### src/rtl/out_mode_gate.sv
module out_mode_gate #(
  parameter int FAST_W = 13,
  parameter int HOLD_W = 7
) (
  input  logic              clk,
  input  logic              rst_n,
  input  logic              proc_mode,
  input  logic              test_sel,
  input  logic [FAST_W-1:0] fast_in,
  input  logic [1:0]        sep_in,
  input  logic [1:0]        sw_in,
  input  logic [1:0]        dl_in,
  input  logic [HOLD_W-1:0] hold_in,
  input  logic              pix_clk_in,
  input  logic              clp2_in,
  input  logic              clp3_in,
  input  logic [1:0]        pad_in,
  output logic [FAST_W-1:0] fast_out,
  output logic [1:0]        sep_out,
  output logic [1:0]        sw_out,
  output logic [1:0]        dl_out,
  output logic [HOLD_W-1:0] hold_out,
  output logic              pix_clk_out,
  output logic [1:0]        pad_out,
  output logic [1:0]        pad_oe,
  output logic              mode_err
);

  logic digital, dig1, stby_req;
  logic stby_q, keep_q;
  logic [HOLD_W-1:0] hold_q;

  assign digital  = proc_mode;
  assign dig1     = proc_mode & ~test_sel;
  assign mode_err = ~proc_mode & test_sel;
  assign stby_req = digital & ~pad_in[0];

  always_ff @(posedge clk) begin
    if (!rst_n) begin
      stby_q <= 1'b0;
      keep_q <= 1'b0;
      hold_q <= '0;
    end else begin
      stby_q <= stby_req;
      keep_q <= pad_in[1];
      if (!stby_q) hold_q <= hold_in;
    end
  end

  assign pad_oe  = digital ? 2'b00 : 2'b11;
  assign pad_out = digital ? 2'b00 : {clp3_in, clp2_in};

  assign fast_out    = stby_q ? '0 : fast_in;
  assign sep_out     = stby_q ? 2'b00 : (dig1 ? 2'b11 : sep_in);
  assign sw_out      = stby_q ? 2'b00 : (dig1 ? 2'b00 : sw_in);
  assign dl_out      = stby_q ? 2'b00 : (digital ? 2'b01 : dl_in);
  assign hold_out    = stby_q ? hold_q : hold_in;
  assign pix_clk_out = (stby_q & ~keep_q) ? 1'b0 : pix_clk_in;

endmodule


### config.mk
export PLATFORM = sky130hd
export DESIGN_NAME = out_mode_gate
export DESIGN_NICKNAME = d
export VERILOG_FILES = /design/src/rtl/out_mode_gate.sv
export SDC_FILE = /design/constraint.sdc
export NUM_CORES = 1
export LEC_CHECK = 0
export BUFFER_PORTS_ARGS = -buffer_cell sky130_fd_sc_hd__clkbuf_2
export CAP_MARGIN = 0
export CELL_PAD_IN_SITES_DETAIL_PLACEMENT = 1
export CELL_PAD_IN_SITES_GLOBAL_PLACEMENT = 1
export CORE_ASPECT_RATIO = 0.6
export CORE_UTILIZATION = 20
export DETAILED_ROUTE_END_ITERATION = 8
export PLACE_DENSITY_LB_ADDON = 0.1
export SKIP_LAST_GASP = 1
export SLEW_MARGIN = 20
export SYNTH_ARGS = -nofsm -noshare
export SYNTH_HDL_FRONTEND = slang
export SYNTH_SLANG_ARGS = --single-unit
### constraint.sdc
create_clock -name clk -period 1.4 [get_ports clk]
set_input_delay 0.07 -clock clk [delete_from_list [all_inputs] [get_ports clk]]
set_output_delay 0.07 -clock clk [all_outputs]
set_load 0.005 [all_outputs]
==> impl_metrics.json <==
{
  "fp.dieW_um": 69.66,
  "cts_num_sinks": 9,
  "drc_errors": 0,
  "netlist_area_um2": 549.3,
  "placed_cells": 154,
  "numCtsBuffers": 3,
  "worst_ep_arrival_time_ns": 1.26,
  "synth_nets": 94,
  "wl_met2_um": 807,
  "final_area_um2": 965.9,
  "routedWlPerCell_um": 10.13,
  "fin_skew_ns": 0.001937,
  "clkTransAtPathRegs_ns": 0.04,
  "cts-root-buf": "clkbuf_8",
  "dpl.hpwl_um": 1326,
  "wl_met1_um": 640,
  "fin_ws_ns": 0.06849,
  "outcome": "completed",
  "detailed_place.area_um2": 910.9,
  "topRoutingLayerUsed": "met4",
  "holdWs_ns": 0.05548,
  "ioPinCount": 67,
  "num_rows": 14,
  "tns_ns": 0,
  "fin_cells": 159,
  "drtPass1Iterations": 4,
  "port-buffer-count": 66,
  "cp_top_family": "flip-flops",
  "worstPathCellList": "buf_12 > mux2_4 > clkbuf_2",
  "worstPathMaxFanout": 26,
  "fin_crit_sh_pct": 95.11,
  "die-area_um2": 2967,
  "h-tree-depth": 1,
  "synth_seq_cells": 9,
  "fmax_mhz": 751.0,
  "placement.setup.worst_slack_ns": 0.2140,
  "max_stage_delay_ns": 0.39,
  "rsz0062_at_grt": "false",
  "antenna_found_initial": 0,
  "p_leak_nw": 0.5402,
  "max_cap_violations": 0,
  "yosys_warnings": 0,
  "met3_length_um": 150,
  "critPathSlowestCell": "dfxtp_1",
  "finalHoldViolations": 0,
  "overflow": 0,
  "final_common_cell": "clkbuf_2",
  "layout_common_cells": "66 x clkbuf_2, 17 x nor2b_1, 9 x dfxtp_1, 7 x mux2_4, 7 x and2_1",
  "setup_violations": 0,
  "crit_path_start_kind": "register",
  "nets": 163,
  "crit_type": "register to primary output",
  "cp_data_required_time_ns": 1.33,
  "ir_drop_uv": 409.8,
  "critPathBufInv": 2,
  "hp-class": "input pin to register",
  "drt_iter0_drc": 3,
  "final_layout_size_suffix_gt1_share_pct": 61.42,
  "grt_pass1_wl_um": 2635,
  "core_area_um2": 2557,
  "clk_path_buf_depth": 2,
  "n_fill_cell": 330,
  "power.density_nw_per_um2": 809.6,
  "finalWeightedCongestion": 0.6685,
  "vias_per_cell": 3.987,
  "postCtsSetupRepairBufs": 0,
  "area_growth_pct": 75.85,
  "worstSetupEndpointType": "primary output",
  "diodes": 0,
  "final.min_clock_period_ns": 1.332,
  "grt_pass1_vias": 642,
  "synth_cells": 59,
  "drv_slew": 0,
  "worst_pin_slew_ns": 0.2037,
  "track_usage_pct": 11.53,
  "die_y_um": 42.60,
  "max_slew_margin_pct": 86.39,
  "synth_cell_types": 14,
  "synth.avg_cell_area_um2": 9.310,
  "start_util_pct": 21.48,
  "clock_latency_ns": 0.23,
  "ys_seq_area_share_pct": 32.80,
  "via_count": 634,
  "grt_max_degree": 27,
  "ant_nets": 0,
  "wl_um": 1611,
  "cts_tree": "done"
}
-- synthesized netlist by cell type, drive strengths merged --
cell | count | area (um2)
nor2 | 2 | 7.510
nand2b | 1 | 6.260
nor2b | 17 | 106.4
nor3b | 4 | 30.03
a21boi | 1 | 7.510
mux2 | 7 | 105.1
inv | 4 | 15.01
buf | 4 | 28.78
dfxtp | 9 | 180.2
a21oi | 2 | 10.01
and2 | 8 | 52.55
-- cell type report --
cell class | count | area, um2 | share of cell area, %
Clock buffer | 4 | 45.04 | 4.663
Inverter | 4 | 15.01 | 1.554
Multi-Input combinational cell | 42 | 325.3 | 33.68
Sequential cell | 9 | 180.2 | 18.65
Tap cell | 32 | 40.04 | 4.145
Timing Repair Buffer | 68 | 360.3 | 37.31
-- stage by stage --
step	power (mW)	utilization, %
4_1_cts	0.8066	37.77
5_1_grt	0.8472	37.77
2_1_floorplan	0.3746	-
6_report	0.7820	37.77
3_5_place_dp	0.4898	35.62
3_3_place_gp	0.4851	35.62
-- worst register-to-register path: cells and delay by family (launching register included) --
kind | cells | cell delay [ns]
and+or+nand+nor | 1 | 0.15
muxes | 1 | 0.33
DFF | 1 | 0.39
buffers and inverters | 1 | 0.20
-- repair_timing --
action                    in CTS  in global routing
gates resized for setup        0                  0
hold endpoints to repair       1                  0
hold buffers                   1                  0
-- registers in the layout, summed over array words and instances (netlist names) --
name and flops:
hold_q 7, stby_q 1, keep_q 1
-- cell families after synthesis --
family                 count (synthesis)  synth area share, %
AND/OR/NAND/NOR                       32                36.90
flip-flops                             9                32.80
buffers and inverters                  8                7.972
multiplexers                           7                19.13
AO/OA/AOI/OAI                          3                3.190
-- report_power, final --
part	total, mW	internal, mW	switching (mW)
clock	0.299	0.198	0.101
sequential	0.277	0.272	0.00482
combinational	0.206	0.127	0.0784
-- routing by layer --
| layer | vias to the layer above | track usage, % |
|---|---|---|
| li1 | 318 | - |
| met1 | 284 | 11.45 |
| met2 | 30 | 21.36 |
| met3 | 2 | 5.048 |
| met4 | 0 | 4.800 |
| met5 | - | 0 |
-- worst paths after layout --
path / cells past startpoint / end / slack [ns] / from
worst max-delay path: 3 / hold_out[3] / 0.07 / stby_q
worst min-delay path: 2 / keep_q / 0.06 / pad_in[1]
worst max register to register: 3 / hold_q[1] / 0.22 / stby_q
worst min register to register: 2 / hold_q[1] / 0.58 / hold_q[1]
Note: power is estimated with default switching activity, not from simulation.
